<file path="src/rtl/rsort_pkg.sv">
package rsort_pkg;

  typedef enum logic [1:0] {
    ST_IDLE    = 2'd0,
    ST_COUNT   = 2'd1,
    ST_OFFSET  = 2'd2,
    ST_SCATTER = 2'd3
  } rsort_state_t;

endpackage

</file>
<file path="src/rtl/rsort_worker.sv">
module rsort_worker #(
  parameter int PART_SIZE = 2,
  parameter int N         = 8,
  parameter int CW        = 2,
  parameter int BW        = 4,
  parameter int AW        = 3
) (
  input  logic          clk,
  input  logic          rst,
  input  logic          cnt_clr,
  input  logic          cnt_en,
  input  logic          ptr_load,
  input  logic          step_en,
  input  logic          key_bit,
  input  logic [BW-1:0] zero_base,
  input  logic [BW-1:0] one_base,
  output logic [CW-1:0] zero_cnt,
  output logic [AW-1:0] wr_addr
);

  logic [BW-1:0] zptr;
  logic [BW-1:0] optr;

  always_ff @(posedge clk) begin
    if (rst || cnt_clr) begin
      zero_cnt <= '0;
    end else if (cnt_en && !key_bit) begin
      zero_cnt <= zero_cnt + CW'(1);
    end
  end

  always_ff @(posedge clk) begin
    if (rst) begin
      zptr <= '0;
      optr <= '0;
    end else if (ptr_load) begin
      zptr <= zero_base;
      optr <= one_base;
    end else if (step_en) begin
      if (key_bit) optr <= optr + BW'(1);
      else         zptr <= zptr + BW'(1);
    end
  end

  assign wr_addr = key_bit ? optr[AW-1:0] : zptr[AW-1:0];


  zero_cnt_range_chk: assert property (@(posedge clk) disable iff (rst)
    zero_cnt <= CW'(PART_SIZE));


  scatter_in_range_chk: assert property (@(posedge clk) disable iff (rst)
    step_en |-> ((key_bit ? optr : zptr) < BW'(N)));

endmodule

</file>
<file path="src/rtl/rsort_offsets.sv">
module rsort_offsets #(
  parameter int PARTS     = 4,
  parameter int PART_SIZE = 2,
  parameter int CW        = 2,
  parameter int BW        = 4
) (
  input  logic [PARTS-1:0][CW-1:0] zeros,
  output logic [PARTS-1:0][BW-1:0] zero_base,
  output logic [PARTS-1:0][BW-1:0] one_base
);

  logic [BW-1:0] total_zeros;
  logic [BW-1:0] zacc;
  logic [BW-1:0] oacc;

  always_comb begin
    total_zeros = '0;
    for (int j = 0; j < PARTS; j++) begin
      total_zeros = total_zeros + BW'(zeros[j]);
    end
    zacc = '0;
    oacc = total_zeros;
    for (int j = 0; j < PARTS; j++) begin
      zero_base[j] = zacc;
      one_base[j]  = oacc;
      zacc = zacc + BW'(zeros[j]);
      oacc = oacc + BW'(PART_SIZE) - BW'(zeros[j]);
    end
  end

endmodule

</file>
<file path="src/rtl/radix_sort_engine.sv">
module radix_sort_engine
  import rsort_pkg::*;
#(
  parameter int KEY_W     = 4,
  parameter int PARTS     = 4,
  parameter int PART_SIZE = 2,
  localparam int N        = PARTS * PART_SIZE,
  localparam int AW       = (N > 1) ? $clog2(N) : 1
) (
  input  logic             clk,
  input  logic             rst,
  input  logic             ld_en,
  input  logic [AW-1:0]    ld_addr,
  input  logic [KEY_W-1:0] ld_key,
  input  logic             start,
  output logic             busy,
  output logic             done,
  input  logic [AW-1:0]    rd_addr,
  output logic [KEY_W-1:0] rd_key
);

  localparam int BW = $clog2(N + 1);
  localparam int CW = $clog2(PART_SIZE + 1);
  localparam int IW = (PART_SIZE > 1) ? $clog2(PART_SIZE) : 1;
  localparam int PW = (KEY_W > 1) ? $clog2(KEY_W) : 1;

  logic [KEY_W-1:0] buf0 [N];
  logic [KEY_W-1:0] buf1 [N];

  rsort_state_t     state;
  logic [PW-1:0]    pass;
  logic [IW-1:0]    idx;
  logic             sel;
  logic             last_idx;
  logic             last_pass;

  logic [PARTS-1:0][CW-1:0] zcnt;
  logic [PARTS-1:0][BW-1:0] zbase;
  logic [PARTS-1:0][BW-1:0] obase;
  logic [PARTS-1:0]         kbit;
  logic [AW-1:0]            waddr [PARTS];
  logic [KEY_W-1:0]         skey  [PARTS];

  logic cnt_clr, cnt_en, ptr_load, step_en;

  assign last_idx  = (idx == IW'(PART_SIZE - 1));
  assign last_pass = (pass == PW'(KEY_W - 1));
  assign cnt_clr   = (state == ST_IDLE) || (state == ST_SCATTER);
  assign cnt_en    = (state == ST_COUNT);
  assign ptr_load  = (state == ST_OFFSET);
  assign step_en   = (state == ST_SCATTER);

  // Sequencer: COUNT (PART_SIZE cycles), OFFSET (1), SCATTER (PART_SIZE)
  always_ff @(posedge clk) begin
    if (rst) begin
      state <= ST_IDLE;
      pass  <= '0;
      idx   <= '0;
      sel   <= 1'b0;
      busy  <= 1'b0;
      done  <= 1'b0;
    end else begin
      case (state)
        ST_IDLE: begin
          if (start) begin
            state <= ST_COUNT;
            pass  <= '0;
            idx   <= '0;
            busy  <= 1'b1;
            done  <= 1'b0;
          end
        end
        ST_COUNT: begin
          if (last_idx) begin
            idx   <= '0;
            state <= ST_OFFSET;
          end else begin
            idx <= idx + IW'(1);
          end
        end
        ST_OFFSET: begin
          state <= ST_SCATTER;
        end
        ST_SCATTER: begin
          if (last_idx) begin
            idx <= '0;
            sel <= ~sel;
            if (last_pass) begin
              state <= ST_IDLE;
              busy  <= 1'b0;
              done  <= 1'b1;
            end else begin
              pass  <= pass + PW'(1);
              state <= ST_COUNT;
            end
          end else begin
            idx <= idx + IW'(1);
          end
        end
        default: state <= ST_IDLE;
      endcase
    end
  end

  // One worker per partition, each reading its own slice of the source buffer
  for (genvar g = 0; g < PARTS; g++) begin : g_part
    logic [AW-1:0] src_addr;
    assign src_addr = AW'(g * PART_SIZE) + AW'(idx);
    assign skey[g]  = sel ? buf1[src_addr] : buf0[src_addr];
    assign kbit[g]  = skey[g][pass];

    rsort_worker #(
      .PART_SIZE (PART_SIZE),
      .N         (N),
      .CW        (CW),
      .BW        (BW),
      .AW        (AW)
    ) i_worker (
      .clk       (clk),
      .rst       (rst),
      .cnt_clr   (cnt_clr),
      .cnt_en    (cnt_en),
      .ptr_load  (ptr_load),
      .step_en   (step_en),
      .key_bit   (kbit[g]),
      .zero_base (zbase[g]),
      .one_base  (obase[g]),
      .zero_cnt  (zcnt[g]),
      .wr_addr   (waddr[g])
    );
  end

  rsort_offsets #(
    .PARTS     (PARTS),
    .PART_SIZE (PART_SIZE),
    .CW        (CW),
    .BW        (BW)
  ) i_offsets (
    .zeros     (zcnt),
    .zero_base (zbase),
    .one_base  (obase)
  );

  // Key buffers: loads go to the result buffer, scatter goes to the other
  always_ff @(posedge clk) begin
    if (state == ST_IDLE && ld_en) begin
      if (sel) buf1[ld_addr] <= ld_key;
      else     buf0[ld_addr] <= ld_key;
    end
    if (state == ST_SCATTER) begin
      for (int j = 0; j < PARTS; j++) begin
        if (sel) buf0[waddr[j]] <= skey[j];
        else     buf1[waddr[j]] <= skey[j];
      end
    end
  end

  always_ff @(posedge clk) begin
    if (rst) rd_key <= '0;
    else     rd_key <= sel ? buf1[rd_addr] : buf0[rd_addr];
  end


  busy_done_excl_chk: assert property (@(posedge clk) disable iff (rst)
    !(busy && done));


  done_after_last_pass_chk: assert property (@(posedge clk) disable iff (rst)
    $rose(done) |-> ($past(state) == ST_SCATTER && $past(pass) == PW'(KEY_W - 1)));


  busy_tracks_state_chk: assert property (@(posedge clk) disable iff (rst)
    (state != ST_IDLE) |-> busy);


  bases_tile_chk: assert property (@(posedge clk) disable iff (rst)
    (state == ST_OFFSET) |->
      (zbase[0] == '0 &&
       (32'(obase[PARTS-1]) + PART_SIZE - 32'(zcnt[PARTS-1])) == N));


  always @(posedge clk) begin
    if (!rst && state == ST_SCATTER) begin
      for (int a = 0; a < PARTS; a++) begin
        for (int b = a + 1; b < PARTS; b++) begin
          scatter_distinct_chk: assert (waddr[a] != waddr[b]);
        end
      end
    end
  end

endmodule

</file>
<file path="config.mk">
export PLATFORM = sky130hd
export DESIGN_NAME = radix_sort_engine
export DESIGN_NICKNAME = d
export VERILOG_FILES = /design/src/rtl/rsort_pkg.sv /design/src/rtl/rsort_worker.sv /design/src/rtl/rsort_offsets.sv /design/src/rtl/radix_sort_engine.sv
export SDC_FILE = /design/constraint.sdc
export NUM_CORES = 1
export LEC_CHECK = 0
export ABC_AREA = 0
export BUFFER_PORTS_ARGS = -buffer_cell sky130_fd_sc_hd__buf_2
export CAP_MARGIN = 30
export CELL_PAD_IN_SITES_DETAIL_PLACEMENT = 1
export CELL_PAD_IN_SITES_GLOBAL_PLACEMENT = 1
export CORE_ASPECT_RATIO = 1.4
export CORE_MARGIN = 10
export CORE_UTILIZATION = 51
export DETAILED_ROUTE_END_ITERATION = 10
export PLACE_DENSITY = 0.81
export SETUP_SLACK_MARGIN = 0.1
export SLEW_MARGIN = 20
export SYNTH_ARGS = -nofsm -noshare
export SYNTH_HDL_FRONTEND = slang
export SYNTH_HIERARCHICAL = 1
export SYNTH_SLANG_ARGS = --single-unit
export TNS_END_PERCENT = 10
</file>
<file path="constraint.sdc">
create_clock -name clk -period 12.8 [get_ports clk]
set_clock_uncertainty 0.2 [all_clocks]
set_input_delay 1.28 -clock clk [delete_from_list [all_inputs] [get_ports clk]]
set_output_delay 1.28 -clock clk [all_outputs]
set_load 0.005 [all_outputs]
</file>
==> results.md <==
- Initial drt markers: 1116
- Clock transition at the registers of the reported paths: 0.08 ns
- Crit path largest cell delay: 0.57 ns
- Core area: 16700 µm²
- Initial antenna violation count: 0
- Final wirelength: 31100 µm
- First-pass GRT wire length: 47800 µm
- Worst Tran Pin Value: 1.12 ns
- Commonest non-fill, non-tap cells in the layout: 106 x mux2i_1, 64 x edfxtp_1, 51 x inv_1
- Logic pwr share: 46.1%
- Clock latency on the worst-skew pair: 0.38 ns
- Routed vias/inst: 7.24
- Max Fclk: 185 MHz
- Period minus WS final: 5.42 ns
- Metal-1 WL: 11100 µm
- Vias in the first global route: 7928
- I/O Pins: 20
- Full die area: 22700 µm²
- Power Density: 156 nW/µm²
- Initial DRT Pass Iterations: 7
- Clock tree buffer depth: 2
- Synth warn: 6
- Max-slew violation count: 0
- Setup TNS: 0 ns
- Critical Path AT: 5.53 ns
- Maximum vdd drop: 90.8 µV
- Die Wd: 130 µm
- Drt wl/cell: 29.7 µm
- Worst setup SP type: register
- Hold violation count in the final report: 0
- Cell Rows: 56
- Cell mode on critical path: inv_1
- Most common cell after layout, fill and taps aside: mux2i_1
- Layout fillers: 1847
- CP cell instances: ha_1 > fa_1 > inv_1 > fa_1 > inv_1 > fa_1 > inv_1 > ha_1 > inv_1 > ha_1 > inv_1 > ha_1 > inv_1 > ha_1 > inv_1 > ha_1 > inv_1 > ha_1 > fa_1 > inv_1 > a21oi_1 > o21a_1
- GRT Overall Usage: 27.6%
- Leakage power: 0.00319 µW
- TritonCTS buffer count: 9
- Mean Syn Cell Area: 10.2 µm²
- H-tree level count: 3
- Final core utilization: 54.2%
- Clk root buf: clkbuf_16
- Crit end category: register
- Synth Cell Area: 8680 µm²
- Worst Hold Class: register to register
- Hold buffer count at cts: 0
- IO buf count: 19
- Relative slew margins: 25.1%
- Vias: 7577
- Share of layout cells above drive strength 1: 16.8%
- Final setup violation count: 0
- Area grow syn2layout: 4.58%
- CP Depth: 22
- Total clock sinks: 109
- Die Ht: 174 µm
- Grt total ovfl: 0
- Met3 wire length: 2470 µm
- Remaining antenna violation count after routing: 0
- CTS resizes: 0
- Ant diodes: 0
- Highest routed layer: met4
- RSZ-0062 raised after global routing: no
- CP bufs+invs: 9
- Routed wl met2: 15200 µm
- Net Switching: 626 µW
- Final Net Count: 884
- CP top delay family: adder cells
- Post-CTS setup buffers: 0
- Initial core utilization: 51.8%
- Final Cycle Share: 42.3%
- Mapped Cells: 852
- Cell internal pwr: 789 µW
- TritonCTS clock tree: built
- Max-cap violations: 0
- Largest net degree at the start of global routing: 50
- Crit path required time: 12.92 ns
- Crit-path max FO: 5
- Slowest CP cell: fa_1
- DRC violations left: 0
- Setup Crit Path Kind: register to register
- GP Congestion: 0.970
- Clk pwr share: 20.2%
- Hold depth: 2
- HPWL Detailed: 23000 µm
- Reg power frac: 33.7%
- FF-to-FF path depth: 22
- Switch share: 44.2%
- Outcome: completed
## cell type report
type | instances | area [µm²] | area share (%)
clock buffers | 9 | 225 | 2.48
clock inverters | 7 | 53.8 | 0.593
inverters | 51 | 191 | 2.11
multi-input cells | 637 | 5350 | 59.0
flip-flops and latches | 109 | 2820 | 31.1
well taps | 203 | 254 | 2.80
repair buffers | 30 | 175 | 1.93
## worst register-to-register path, delay by kind of cell, from the launching register on
family	cells	cell delay [ns]
AOI/OAI and AO/OA	2	0.29
adders and majority gates	11	4.06
DFF	1	0.37
buffers and inverters	9	0.47
## flip-flops by register name, summed over array words and instances, names as in the netlist, named ones only
signal and cells:
idx 1, g_part.i_worker/optr 12, buf0 32, sel 1
pass 2, g_part.i_worker/zptr 12, buf1 32, done 1
busy 1, g_part.i_worker/zero_cnt 8, rd_key 4, state 2
## routing by layer
metal,vias to the layer above,track usage [%]
met5,-,0
li1,3230,-
met2,442,45.2
met3,132,4.45
met1,3773,31.7
met4,0,19.5
## metrics by stage
stage | instance area [µm²] | setup slack (ns) | cells | hold WS (ns) | power [µW]
floorplan | 8690 | 7.76 | 855 | 0.285 | 917
global placement | 8770 | 7.60 | 1026 | 0.272 | 1080
detailed placement | 8770 | 7.40 | 1026 | 0.295 | 1110
CTS | 9050 | 7.37 | 1042 | 0.319 | 1390
global route | 9080 | 7.15 | 1046 | 0.369 | 1470
finish | 9080 | 7.38 | 1046 | 0.316 | 1410
## final timing paths
kind / startpoint / endpoint / slack [ns]
worst max-delay path: g_part[0].i_worker/zero_cnt[0]$_SDFFE_PP0P_ / g_part[3].i_worker/optr[2]$_SDFFE_PP0P_ / 7.38
worst min register to register: done$_SDFFE_PP0P_ / done$_SDFFE_PP0P_ / 0.32
worst max register to register: g_part[0].i_worker/zero_cnt[0]$_SDFFE_PP0P_ / g_part[3].i_worker/optr[2]$_SDFFE_PP0P_ / 7.38
worst min-delay path: done$_SDFFE_PP0P_ / done$_SDFFE_PP0P_ / 0.32
## power groups by stage
stage	Combinational, µW	Sequential [µW]	Clock (µW)
after floorplan	453	464	0
after global placement	603	478	0
after detailed placement	626	484	0
after CTS	631	477	284
after global routing	691	483	299
final	652	477	286
(Power assumes the default switching activity.)
